## config.mk

```make
export PLATFORM = sky130hd
export DESIGN_NAME = txbm_top
export DESIGN_NICKNAME = d
export VERILOG_FILES = /design/src/rtl/txbm_pkg.sv /design/src/rtl/txbm_slot.sv /design/src/rtl/txbm_arbiter.sv /design/src/rtl/txbm_sched.sv /design/src/rtl/txbm_top.sv
export SDC_FILE = /design/constraint.sdc
export NUM_CORES = 1
export LEC_CHECK = 0
export ABC_AREA = 1
export BUFFER_PORTS_ARGS = -buffer_cell sky130_fd_sc_hd__buf_2
export CORE_UTILIZATION = 49
export CTS_BUF_LIST = sky130_fd_sc_hd__clkbuf_2 sky130_fd_sc_hd__clkbuf_4 sky130_fd_sc_hd__clkbuf_8
export DETAILED_ROUTE_END_ITERATION = 8
export PLACE_DENSITY = 0.76
export RECOVER_POWER = 100
export SYNTH_ARGS = -nofsm -noshare
export SYNTH_HDL_FRONTEND = slang
export SYNTH_SLANG_ARGS = --single-unit
```

## constraint.sdc

```tcl
create_clock -name clk -period 4.7 [get_ports clk]
set_clock_uncertainty 0.2 [all_clocks]
set_input_delay 0.94 -clock clk [delete_from_list [all_inputs] [get_ports clk]]
set_output_delay 0.94 -clock clk [all_outputs]
set_load 0.1 [all_outputs]
```

## src/rtl/txbm_pkg.sv

```systemverilog
// Package: shared state encoding and command next-state function for the
// transmit buffer manager. Assumes one 4-bit field per buffer.
package txbm_pkg;

    localparam int STATE_W = 4;

    typedef enum logic [STATE_W-1:0] {
        BS_EMPTY   = 4'd0,
        BS_READY   = 4'd1,
        BS_TXOK    = 4'd2,
        BS_FAILED  = 4'd3,
        BS_ABORTED = 4'd4
    } buf_state_e;

    // Apply abort, make-ready, make-empty in that fixed order to one state.
    function automatic buf_state_e apply_ops(
        input buf_state_e cur,
        input logic       op_abort,
        input logic       op_ready,
        input logic       op_empty
    );
        buf_state_e s;
        s = cur;
        if (op_abort && s == BS_READY) begin
            s = BS_ABORTED;
        end
        if (op_ready && (s == BS_EMPTY || s == BS_TXOK ||
                         s == BS_FAILED || s == BS_ABORTED)) begin
            s = BS_READY;
        end
        if (op_empty && (s == BS_TXOK || s == BS_FAILED ||
                         s == BS_ABORTED)) begin
            s = BS_EMPTY;
        end
        return s;
    endfunction

endpackage

```

## src/rtl/txbm_slot.sv

```systemverilog
// Module: state holder for one transmit buffer.
// Applies a masked software command when cmd_hit is set, and writes the
// transmission outcome when fin_hit is set. The two never coincide because
// the scheduler freezes the in-flight buffer against commands.
module txbm_slot
    import txbm_pkg::*;
(
    input  logic               clk,
    input  logic               rst_n,
    input  logic               cmd_hit,
    input  logic               op_abort,
    input  logic               op_ready,
    input  logic               op_empty,
    input  logic               fin_hit,
    input  logic               fin_ok,
    output logic [STATE_W-1:0] state_o
);

    buf_state_e state_q;
    buf_state_e state_d;

    // Next-state selection: outcome first, then command, else hold.
    always_comb begin
        state_d = state_q;
        if (fin_hit) begin
            state_d = fin_ok ? BS_TXOK : BS_FAILED;
        end else if (cmd_hit) begin
            state_d = apply_ops(state_q, op_abort, op_ready, op_empty);
        end
    end

    // State register with synchronous active-low reset to empty.
    always_ff @(posedge clk) begin
        if (!rst_n) begin
            state_q <= BS_EMPTY;
        end else begin
            state_q <= state_d;
        end
    end

    assign state_o = state_q;

    // a lone abort on a non-ready buffer changes nothing.
    p_abort_nonready_r3: assert property (@(posedge clk) disable iff (!rst_n)
        (cmd_hit && !fin_hit && op_abort && !op_ready && !op_empty &&
         state_q != BS_READY) |=> $stable(state_q));

    // a lone make-empty never takes a buffer out of ready.
    p_empty_keeps_ready_r5: assert property (@(posedge clk) disable iff (!rst_n)
        (cmd_hit && !fin_hit && op_empty && !op_ready && !op_abort &&
         state_q == BS_READY) |=> state_q == BS_READY);

    // an outcome lands as sent-ok or failed.
    p_outcome_r8: assert property (@(posedge clk) disable iff (!rst_n)
        (fin_hit && fin_ok) |=> state_q == BS_TXOK);
    p_outcome_r9: assert property (@(posedge clk) disable iff (!rst_n)
        (fin_hit && !fin_ok) |=> state_q == BS_FAILED);

endmodule

```

## src/rtl/txbm_arbiter.sv

```systemverilog
// Module: combinational priority selector over the ready buffers.
// Picks the ready buffer with the strictly greatest nonzero priority, with
// ties going to the lowest index. Clock and reset serve only its checks.
module txbm_arbiter
    import txbm_pkg::*;
#(
    parameter int NUM_BUF = 4,
    parameter int PRIO_W  = 3,
    localparam int IDX_W  = (NUM_BUF > 1) ? $clog2(NUM_BUF) : 1,
    localparam int WORD_W = STATE_W * NUM_BUF
)(
    input  logic              clk,
    input  logic              rst_n,
    input  logic [WORD_W-1:0] status_word,
    input  logic [WORD_W-1:0] prio_word,
    output logic              win_found,
    output logic [IDX_W-1:0]  win_idx
);

    logic [PRIO_W-1:0] best_prio;

    // Scan from index 0 upward; only a strictly greater priority replaces.
    always_comb begin
        best_prio = '0;
        win_found = 1'b0;
        win_idx   = '0;
        for (int i = 0; i < NUM_BUF; i++) begin
            if (status_word[i*STATE_W +: STATE_W] == BS_READY &&
                prio_word[i*STATE_W +: PRIO_W] > best_prio) begin
                best_prio = prio_word[i*STATE_W +: PRIO_W];
                win_idx   = IDX_W'(i);
                win_found = 1'b1;
            end
        end
    end

    // a winner is always ready and never carries priority zero.
    p_winner_ready_r7: assert property (@(posedge clk) disable iff (!rst_n)
        win_found |-> (status_word[win_idx*STATE_W +: STATE_W] == BS_READY));
    p_winner_nonzero_r7: assert property (@(posedge clk) disable iff (!rst_n)
        win_found |-> (prio_word[win_idx*STATE_W +: PRIO_W] != '0));

endmodule

```

## src/rtl/txbm_sched.sv

```systemverilog
// Module: launch/complete scheduler with the frame counter and interrupt
// pulses. It holds the in-flight buffer index, produces the freeze mask
// that shields that buffer from commands, and produces the per-buffer
// outcome strobes. Assumes tx_done is ignored while nothing is in flight.
module txbm_sched
    import txbm_pkg::*;
#(
    parameter int NUM_BUF = 4,
    parameter int CNT_W   = 16,
    localparam int IDX_W  = (NUM_BUF > 1) ? $clog2(NUM_BUF) : 1,
    localparam int WORD_W = STATE_W * NUM_BUF
)(
    input  logic               clk,
    input  logic               rst_n,
    input  logic               ctrl_en,
    input  logic               win_found,
    input  logic [IDX_W-1:0]   win_idx,
    input  logic               tx_done,
    input  logic               tx_ok,
    input  logic [WORD_W-1:0]  status_word,
    output logic               busy,
    output logic [IDX_W-1:0]   cur_idx,
    output logic [NUM_BUF-1:0] freeze_mask,
    output logic [NUM_BUF-1:0] fin_mask,
    output logic [CNT_W-1:0]   frame_cnt,
    output logic               irq_tx_done,
    output logic               irq_buf_chg
);

    logic launch;
    logic finish;

    assign launch = !busy && ctrl_en && win_found;
    assign finish = busy && tx_done;

    // Per-buffer freeze and outcome strobes.
    for (genvar g = 0; g < NUM_BUF; g++) begin : g_mask
        assign freeze_mask[g] = (busy && cur_idx == IDX_W'(g)) ||
                                (launch && win_idx == IDX_W'(g));
        assign fin_mask[g]    = finish && cur_idx == IDX_W'(g);
    end

    // In-flight flag and latched buffer index.
    always_ff @(posedge clk) begin
        if (!rst_n) begin
            busy    <= 1'b0;
            cur_idx <= '0;
        end else if (finish) begin
            busy    <= 1'b0;
        end else if (launch) begin
            busy    <= 1'b1;
            cur_idx <= win_idx;
        end
    end

    // Successful frame counter, wrapping.
    always_ff @(posedge clk) begin
        if (!rst_n) begin
            frame_cnt <= '0;
        end else if (finish && tx_ok) begin
            frame_cnt <= frame_cnt + CNT_W'(1);
        end
    end

    // One-cycle interrupt request pulses after a completion.
    always_ff @(posedge clk) begin
        if (!rst_n) begin
            irq_tx_done <= 1'b0;
            irq_buf_chg <= 1'b0;
        end else begin
            irq_tx_done <= finish && tx_ok;
            irq_buf_chg <= finish;
        end
    end

    // a success bumps the counter by exactly one.
    p_cnt_step_r8: assert property (@(posedge clk) disable iff (!rst_n)
        (busy && tx_done && tx_ok) |=> frame_cnt == $past(frame_cnt) + CNT_W'(1));

    // a failure leaves the counter alone and raises no success pulse.
    p_cnt_hold_r9: assert property (@(posedge clk) disable iff (!rst_n)
        (busy && tx_done && !tx_ok) |=> ($stable(frame_cnt) && !irq_tx_done));

    // the in-flight buffer state does not move until completion.
    p_frozen_r10: assert property (@(posedge clk) disable iff (!rst_n)
        (busy && !tx_done) |=>
            $stable(status_word[cur_idx*STATE_W +: STATE_W]));

    // no launch while disabled.
    p_no_launch_off_r7: assert property (@(posedge clk) disable iff (!rst_n)
        (!busy && !ctrl_en) |=> !busy);

    // a completion always frees the scheduler for one cycle.
    p_release_r11: assert property (@(posedge clk) disable iff (!rst_n)
        (busy && tx_done) |=> !busy);

endmodule

```

## src/rtl/txbm_top.sv

```systemverilog
// Module: prioritised transmit buffer manager top level.
// Wires NUM_BUF buffer slots, the priority arbiter and the scheduler, and
// derives the not-full flag. Assumes cmd_valid is a single-cycle strobe.
module txbm_top
    import txbm_pkg::*;
#(
    parameter int NUM_BUF = 4,
    parameter int PRIO_W  = 3,
    parameter int CNT_W   = 16,
    localparam int IDX_W  = (NUM_BUF > 1) ? $clog2(NUM_BUF) : 1,
    localparam int WORD_W = STATE_W * NUM_BUF
)(
    input  logic               clk,
    input  logic               rst_n,
    input  logic               ctrl_en,
    input  logic               cmd_valid,
    input  logic [NUM_BUF-1:0] cmd_sel,
    input  logic               cmd_abort,
    input  logic               cmd_ready,
    input  logic               cmd_empty,
    input  logic [WORD_W-1:0]  prio_word,
    input  logic               tx_done,
    input  logic               tx_ok,
    output logic               tx_req,
    output logic [IDX_W-1:0]   tx_idx,
    output logic [WORD_W-1:0]  status_word,
    output logic               not_full,
    output logic               tx_busy,
    output logic               idle,
    output logic [CNT_W-1:0]   frame_cnt,
    output logic               irq_tx_done,
    output logic               irq_buf_chg
);

    logic               win_found;
    logic [IDX_W-1:0]   win_idx;
    logic               busy;
    logic [IDX_W-1:0]   cur_idx;
    logic [NUM_BUF-1:0] freeze_mask;
    logic [NUM_BUF-1:0] fin_mask;
    logic [NUM_BUF-1:0] empty_vec;

    // One slot per buffer; commands masked by select, enable and freeze.
    for (genvar g = 0; g < NUM_BUF; g++) begin : g_slot
        logic hit;
        assign hit = cmd_valid && ctrl_en && cmd_sel[g] && !freeze_mask[g];

        txbm_slot u_slot (
            .clk      (clk),
            .rst_n    (rst_n),
            .cmd_hit  (hit),
            .op_abort (cmd_abort),
            .op_ready (cmd_ready),
            .op_empty (cmd_empty),
            .fin_hit  (fin_mask[g]),
            .fin_ok   (tx_ok),
            .state_o  (status_word[g*STATE_W +: STATE_W])
        );

        assign empty_vec[g] = (status_word[g*STATE_W +: STATE_W] == BS_EMPTY);
    end

    txbm_arbiter #(
        .NUM_BUF (NUM_BUF),
        .PRIO_W  (PRIO_W)
    ) u_arb (
        .clk         (clk),
        .rst_n       (rst_n),
        .status_word (status_word),
        .prio_word   (prio_word),
        .win_found   (win_found),
        .win_idx     (win_idx)
    );

    txbm_sched #(
        .NUM_BUF (NUM_BUF),
        .CNT_W   (CNT_W)
    ) u_sched (
        .clk         (clk),
        .rst_n       (rst_n),
        .ctrl_en     (ctrl_en),
        .win_found   (win_found),
        .win_idx     (win_idx),
        .tx_done     (tx_done),
        .tx_ok       (tx_ok),
        .status_word (status_word),
        .busy        (busy),
        .cur_idx     (cur_idx),
        .freeze_mask (freeze_mask),
        .fin_mask    (fin_mask),
        .frame_cnt   (frame_cnt),
        .irq_tx_done (irq_tx_done),
        .irq_buf_chg (irq_buf_chg)
    );

    assign not_full = |empty_vec;
    assign tx_req   = busy;
    assign tx_idx   = cur_idx;
    assign tx_busy  = busy;
    assign idle     = !busy;

    // the success pulse never comes without the buffer-change pulse.
    p_irq_pair_r8: assert property (@(posedge clk) disable iff (!rst_n)
        irq_tx_done |-> irq_buf_chg);

    // each interrupt pulse lasts one cycle, since a completion
    // always frees the scheduler for a cycle.
    p_irq_single_r8: assert property (@(posedge clk) disable iff (!rst_n)
        irq_buf_chg |=> !irq_buf_chg);

endmodule

```

==> run metrics, run 1 <==
status=finished, final reports clean; commonest cells after routing, fill and taps aside=nand2_1 (99), inv_1 (55), nor2_1 (50); Synth-to-Final Area Change=25.3%; Core Footprint=4720 um2; pre-CTS setup slack=-332 ps; CP max-delay cell=ha_1; vias per cell=4.96; Final Worst Setup Slack=280 ps; hold endpoint=u_sched.frame_cnt[11]; Crit Path Category=in2reg; P_leak=0.00136 uW; final instance count without filler cells=546; share of the synthesized area in the top cell type=30.7%; starting density of the core=51.2%; Die X=72.2 um; Hold Path Class=reg2reg; grt ovf=0; # IOs=69; period utilization=94.0%; # nets final=517; max frequency=0.226 GHz; CTS Buffer Depth=2; hold depth=1; syn_nets=432; CTS Hold Bufs=0; reg2reg end=g_slot[3].u_slot.state_o[1]; Power Dens Cells=246 nW/um2; Worst setup startpoint=prio_word[0]; clock root cell=clkbuf_8; synth warn=0; Finish-stage setup viols=0; Arr. time, crit path=4360 ps; total die area=5220 um2; first-pass GRT wire length=10.3 mm; Slew headroom=21.6%; Hold Violations, Final=0; TritonCTS buffer count=5; Least-Margin Pin Slew=1180 ps; via count=2707; DR WL/cell=11.4 um; largest area contributor in the netlist=dfxtp_1; Reg2Reg Depth=28; Iter 0 DRT Violations=112; Reg clk slew, reported paths=70 ps; Routability Congestion=0.837; vias in the first global route=2409; antenna diode count=0; synthesized area=2420 um2; Gate Count Post-Synth=393; Synth cell types=24; crit-path max FO=7; crit end category=flop; DRC=0; Final ANT Viol Nets=0; fin. max-slew vios=0; CTS tree=built; total wire length=6.20 mm; worst r2r src=g_slot[0].u_slot.state_o[0]; antenna violations before repair=0; Clk Latency, worst-skew pair=290 ps; Worst path top cell family by delay=simple AND/OR/NAND/NOR gates; Final min period=4420 ps; Seq cells post-synth=37; total track usage=24.8%; fillers=457; fraction of layout cells with a size suffix above 1=14.2%; Worst Path Required=4640 ps; CP max stage delay=340 ps; pin count of the biggest net entering global routing=25; final core utilization=64.1%; Final HPWL DP=4.83 mm; top area cells in the synthesized netlist=dfxtp_1 (31%), nand2_1 (16%), nand3_1 (9.3%); CP startpoint kind=input pin; CTS Sinks=37; number of port buffers=64; placed cells=536; FP Rows=25; crit-path most repeated cell=nand2_1; number of max-cap violations=0; sequential share of the synthesized area=30.7%; Reg2Reg Setup Slack=370 ps; Max IR drop VDD=0.000159 V; synthesized area per cell=6.15 um2; commonest non-fill, non-tap cell in the layout=nand2_1; CTS H-tree depth=2; Min-Delay Startpoint=u_sched.frame_cnt[11]; overall die height=72.2 um; WP buf/inv=4; Pre-antenna DRT Iters=5
[sequential cells by signal, indices dropped and copies added (netlist names)]
signal / count
g_slot.u_slot.state_o: 16
u_sched.busy: 1
u_sched.irq_buf_chg: 1
u_sched.irq_tx_done: 1
u_sched.frame_cnt: 16
u_sched.cur_idx: 2
[synthesized netlist by cell type, drive strengths merged]
library cell,number
or2,1
a21o,1
o2111ai,1
nor3,11
dfxtp,37
inv,56
nor4,1
nand2,105
a21oi,30
clkbuf,3
buf,1
ha,10
a31oi,2
nand4,7
o311ai,1
nand3,45
o21ai,19
nor3b,5
nor2,56
o21a,1
[per-layer routing]
| layer | vias to the layer above | global-route usage (%) | wire (um) |
|---|---|---|---|
| li1 | 1451 | - | - |
| met3 | 6 | 5.00 | 234 |
| met2 | 54 | 42.7 | 2950 |
| met5 | - | 0 | 0 |
| met1 | 1196 | 31.7 | 2940 |
| met4 | 0 | 6.75 | 79 |
[final cells by class]
class	instances	area [um2]	share of cell area, %
inverters	56	210	6.94
clock buffers	7	90.1	2.98
flip-flops and latches	37	742	24.5
multi-input cells	296	1470	48.5
repair buffers	82	403	13.3
clock inverters	1	30.0	0.992
well taps	67	83.8	2.77
[cell families (layout without fill, tap and decap cells)]
logic type               Yosys count  after routing  share of synthesized area (%)
AND/OR/NAND/NOR                  231            231                           42.7
flip-flops                        37             37                           30.7
buffers and inverters             60            146                           9.48
adder cells (fa/ha/maj)           10             10                           5.18
AO/OA/AOI/OAI                     55             55                           12.0
[worst register-to-register path: cells and delay by family (launching register included)]
family | cells | cell delay (ps)
DFF | 1 | 370
and+or+nand+nor | 17 | 1830
AOI/OAI and AO/OA | 4 | 440
adders and majority gates | 3 | 900
buffers and inverters | 4 | 440
[power by group]
part,leakage (uW),switching (uW),internal [uW]
Sequential,0.000299,3.72,317
Combinational,0.000997,91.8,42.1
Clock,0.0000619,111,179
Total,0.00136,207,537
[worst max-delay path by stage]
| stage | end | slack [ps] | cells past startpoint |
|---|---|---|---|
| after detailed placement | g_slot[2].u_slot.state_o[0] | -330 | 30 |
| after floorplan | g_slot[2].u_slot.state_o[0] | 40 | 31 |
| after global routing | g_slot[1].u_slot.state_o[1] | -40 | 30 |
| after global placement | g_slot[2].u_slot.state_o[0] | -210 | 30 |
| after CTS | g_slot[2].u_slot.state_o[0] | 30 | 29 |
| final | g_slot[3].u_slot.state_o[1] | 280 | 27 |
[metrics by stage]
step	total power, uW	setup TNS [ps]	hold slack (ps)	instance area (um2)
2_1_floorplan	413	0	609	2420
3_3_place_gp	449	-1400	273	2920
3_5_place_dp	453	-3020	287	2920
4_1_cts	739	0	295	3040
5_1_grt	775	-80.8	325	3030
6_report	744	0	298	3030
[repair_timing]
item / in CTS / in global routing
resized for setup: 1 / 20
pin swaps: 0 / 6
setup buffers: 0 / 2
endpoints found under the setup margin: 1 / 15
Power figures use the tool's default switching activity.
==> run 2, diff against run 1 <==
--- a/config.mk
+++ b/config.mk
@@ -7,10 +7,9 @@
 export LEC_CHECK = 0
 export ABC_AREA = 1
 export BUFFER_PORTS_ARGS = -buffer_cell sky130_fd_sc_hd__buf_2
-export CORE_UTILIZATION = 49
-export CTS_BUF_LIST = sky130_fd_sc_hd__clkbuf_2 sky130_fd_sc_hd__clkbuf_4 sky130_fd_sc_hd__clkbuf_8
+export CORE_UTILIZATION = 47
 export DETAILED_ROUTE_END_ITERATION = 8
-export PLACE_DENSITY = 0.76
+export PLACE_DENSITY = 0.73
 export RECOVER_POWER = 100
 export SYNTH_ARGS = -nofsm -noshare
 export SYNTH_HDL_FRONTEND = slang
==> run metrics, run 2 (synthesized netlist as in run 1, its figures left out) <==
status=finished, final reports clean; Reg clk slew, reported paths=70 ps; clock root cell=clkbuf_8; Synth-to-Final Area Change=28.5%; FP Rows=25; crit-path max FO=7; Area after DPL=2920 um2; period utilization=94.7%; Final min period=4450 ps; Power Dens Cells=243 nW/um2; crit end category=flop; vias per cell=5.10; CTS tree=built; commonest cells after routing, fill and taps aside=nand2_1 (95), inv_1 (52), nor2_1 (48); CTS Sinks=37; pin count of the biggest net entering global routing=25; P_leak=0.00138 uW; final core utilization=64.0%; fraction of layout cells with a size suffix above 1=18.0%; Hold Path Class=reg2reg; Slew headroom=19.1%; Worst Path Required=4710 ps; CP max stage delay=350 ps; DR WL/cell=11.7 um; Die X=73.7 um; Pre-antenna DRT Iters=4; total track usage=24.4%; Final HPWL DP=4.89 mm; CTS H-tree depth=2; grt ovf=0; antenna diode count=0; final instance count without filler cells=550; Least-Margin Pin Slew=1220 ps; vias in the first global route=2430; Max IR drop VDD=0.000201 V; Arr. time, crit path=4460 ps; Post-Layout Inst Area=3100 um2; overall die height=73.7 um; Hold Violations, Final=0; TritonCTS buffer count=5; crit-path most repeated cell=nand2_1; DRC=0; Clk Latency, worst-skew pair=290 ps; CP max-delay cell=ha_1; Final ANT Viol Nets=0; first-pass GRT wire length=10.2 mm; CP startpoint kind=input pin; Core Footprint=4850 um2; total wire length=6.46 mm; starting density of the core=49.8%; Finish-stage setup viols=0; placed cells=536; Final TNS setup=0 ps; Crit Path Category=in2reg; CTS Buffer Depth=2; number of port buffers=64; Routability Congestion=0.891; Iter 0 DRT Violations=180; via count=2805; # IOs=69; number of max-cap violations=0; total die area=5430 um2; Power Total=754 uW; antenna violations before repair=0; commonest non-fill, non-tap cell in the layout=nand2_1; fin. max-slew vios=0; # nets final=521; fillers=479; max frequency=0.225 GHz
-- run 2: cell types whose count changed in the layout (fill, tap and decap cells not counted), sizes merged --
cell / before / now
buf: 40 / 45
clkbuf: 49 / 47
clkinvlp: 0 / 1
-- run 2: layout make-up --
type                    instances  area [um2]  share of cell area (%)
multi-input cells             296        1510                    48.8
flip-flops and latches         37         742                    23.9
repair buffers                 86         434                    14.0
inverters                      56         210                    6.77
well taps                      67        83.8                    2.70
clock buffers                   6        82.6                    2.66
clock inverters                 2        37.5                    1.21
-- run 2: timing repair --
item                                   CTS  global route
endpoints found under the hold margin    0             0
resized for setup                        4            35
hold buffers                             0             0
pin swaps                                0            14
setup endpoints to repair                5            15
buffers inserted                         0             6
-- run 2: final timing paths --
kind / start / to / slack, ps / cells after the start
hold / removal: g_slot[0].u_slot.state_o[3] / g_slot[0].u_slot.state_o[3] / 300 / 2
setup / recovery: prio_word[1] / g_slot[3].u_slot.state_o[1] / 250 / 30
setup reg to reg: g_slot[0].u_slot.state_o[0] / g_slot[3].u_slot.state_o[1] / 400 / 31
hold reg to reg: g_slot[0].u_slot.state_o[3] / g_slot[0].u_slot.state_o[3] / 300 / 2
-- run 2: worst max-delay path: cells and delay by family --
kind,cells,cell delay (ps)
simple gates,20,1790
fa+ha+maj,3,990
buf+inv,4,470
compound gates,3,270
-- run 2: metal layers --
layer | global-route usage (%) | share of wire (%) | up-vias
met4 | 9.19 | 0.94 | 0
met2 | 41.2 | 46 | 92
met5 | 0 | 0 | -
li1 | - | - | 1460
met1 | 31.0 | 46 | 1247
met3 | 3.84 | 6.8 | 6
-- run 2: through the flow --
stage / setup slack (ps) / hold WS, ps
after global routing: -26.1 / 323
final: 248 / 298
after floorplan: 37.6 / 609
after CTS: 27.9 / 296
after global placement: -245 / 275
after detailed placement: -353 / 280
-- run 2: report_power, final --
part / switching [uW] / total (uW) / leakage [uW] / internal [uW]
sequential: 3.92 / 320 / 0.000299 / 316
clock: 119 / 292 / 0.0000574 / 173
combinational: 96.9 / 142 / 0.00103 / 44.9
==> run 3, diff against run 2 <==
--- a/config.mk
+++ b/config.mk
@@ -7,9 +7,9 @@
 export LEC_CHECK = 0
 export ABC_AREA = 1
 export BUFFER_PORTS_ARGS = -buffer_cell sky130_fd_sc_hd__buf_2
-export CORE_UTILIZATION = 47
+export CORE_UTILIZATION = 52
 export DETAILED_ROUTE_END_ITERATION = 8
-export PLACE_DENSITY = 0.73
+export PLACE_DENSITY = 0.77
 export RECOVER_POWER = 100
 export SYNTH_ARGS = -nofsm -noshare
 export SYNTH_HDL_FRONTEND = slang
==> constraint.sdc (replaced) <==
create_clock -name clk -period 4.35 [get_ports clk]
set_clock_uncertainty 0.2 [all_clocks]
set_input_delay 0.87 -clock clk [delete_from_list [all_inputs] [get_ports clk]]
set_output_delay 0.87 -clock clk [all_outputs]
set_load 0.1 [all_outputs]
==> run metrics, run 3 (synthesized netlist as in run 1, its figures left out) <==
vias in the first global route=2476; CP max-delay cell=ha_4; placed cells=523; max frequency=0.226 GHz; final instance count without filler cells=544; Sw Share=32.3%; fraction of layout cells with a size suffix above 1=27.2%; Internal Power=539 uW; Finish-stage setup viols=3; hold endpoint=g_slot[1].u_slot.state_o[2]; Core Footprint=4410 um2; P_leak=0.00149 uW; Final min period=4430 ps; RSZ-0062 raised after global routing=yes; Hold Violations, Final=0; period utilization=102%; total track usage=27.1%; Reg2Reg Setup Slack=-10 ps; starting density of the core=54.7%; power share of the clock group=32.8%; CTS Buffer Depth=2; CTS tree=built; failing checks=negative setup slack; switching power=257 uW; grt ovf=0; # nets final=530; Pre-antenna DRT Iters=5; Slew headroom=21.2%; status=finished with violations; total die area=4920 um2; crit end category=flop; worst r2r src=g_slot[0].u_slot.state_o[0]; commonest non-fill, non-tap cell in the layout=nand2_1; Min-Delay Startpoint=g_slot[1].u_slot.state_o[2]; number of max-cap violations=0; Synth-to-Final Area Change=38.9%; first-pass GRT wire length=10.7 mm; clock root cell=clkbuf_8; CP startpoint kind=input pin; crit-path max FO=7; DR WL/cell=13.1 um; CTS Sinks=37; commonest cells after routing, fill and taps aside=nand2_1 (83), inv_1 (51), nor2_1 (44); Seq pwr share=43.4%; Hold Path Class=reg2reg; fin. max-slew vios=0; Least-Margin Pin Slew=1190 ps; Clk Latency, worst-skew pair=300 ps; Crit Path Category=in2reg; Comb pwr share=23.8%; Worst Path Required=4310 ps; FP Rows=24; Final HPWL DP=4.77 mm; number of port buffers=64; Final Worst Setup Slack=-75.0 ps; Routability Congestion=0.875; DRC=0; CP max stage delay=300 ps; reg2reg end=g_slot[3].u_slot.state_o[0]; Arr. time, crit path=4390 ps; Die X=70.2 um; antenna violations before repair=0; # IOs=69; total wire length=7.10 mm; via count=2851; Final ANT Viol Nets=0; Max IR drop VDD=0.000208 V; Power Dens Cells=237 nW/um2; hold depth=2; overall die height=70.2 um; fillers=355; Power Total=797 uW; crit-path most repeated cell=nor2_4; CTS H-tree depth=2; TritonCTS buffer count=5; Reg clk slew, reported paths=70 ps; pin count of the biggest net entering global routing=25; antenna diode count=0; Reg2Reg Depth=32; Final Hold Slack=291 ps; vias per cell=5.24; Iter 0 DRT Violations=200
## run 3: area by class of cell
cell class / instances / area (um2) / area share [%]
Inverter: 56 / 215 / 6.41
Multi-Input combinational cell: 296 / 1690 / 50.4
Tap cell: 52 / 65.1 / 1.94
Timing Repair Buffer: 95 / 542 / 16.1
Clock inverter: 2 / 13.8 / 0.410
Clock buffer: 6 / 82.6 / 2.46
Sequential cell: 37 / 748 / 22.3
## run 3: worst max-delay path: cells and delay by family
family | cells | cell delay, ps
AO/OA/AOI/OAI | 4 | 320
adder cells (fa/ha/maj) | 3 | 890
buffers and inverters | 4 | 430
AND/OR/NAND/NOR | 20 | 1870
## run 3: power by group through the flow
stage,combinational [uW],clock [uW],sequential (uW)
2_1_floorplan,69.3,0,377
3_3_place_gp,133,0,353
3_5_place_dp,136,0,353
4_1_cts,150,266,345
5_1_grt,203,283,346
6_report,190,261,346
## run 3: worst max path at each step
stage	to	depth (start not counted)	slack [ps]	from
4_1_cts	g_slot[2].u_slot.state_o[0]	32	6	prio_word[0]
5_1_grt	g_slot[3].u_slot.state_o[0]	29	-220	prio_word[1]
6_report	g_slot[3].u_slot.state_o[0]	31	-80	prio_word[1]
3_5_place_dp	g_slot[2].u_slot.state_o[0]	32	-590	prio_word[0]
3_3_place_gp	g_slot[2].u_slot.state_o[0]	30	-460	prio_word[0]
2_1_floorplan	g_slot[2].u_slot.state_o[0]	30	20	prio_word[0]
## run 3: repair_timing
| item | 4_1_cts | 5_1_grt |
|---|---|---|
| gates resized for setup | 25 | 53 |
| endpoints found under the setup margin | 15 | 15 |
| setup buffers | 7 | 6 |
| pin swaps | 17 | 35 |
| hold buffers | 0 | 0 |
## run 3: metrics by stage
| stage | instance area [um2] | TNS [ps] | utilization, % | worst slack [ps] |
|---|---|---|---|---|
| final | 3360 | -142 | 76.0 | -75.0 |
| after global routing | 3360 | -1520 | 76.0 | -220 |
| after CTS | 3160 | 0 | 71.7 | 5.90 |
| after detailed placement | 2930 | -6700 | 66.3 | -589 |
| after global placement | 2930 | -5290 | 66.3 | -464 |
| after floorplan | 2430 | 0 | - | 19.7 |
## run 3: routing by layer
metal  GRT usage (%)  up-vias  routed length, um
li1                -     1474                  -
met1            37.8     1254               3230
met2            40.5      109               3290
met3            6.78       14                464
met4            9.56        0                124
met5               0        -                  0
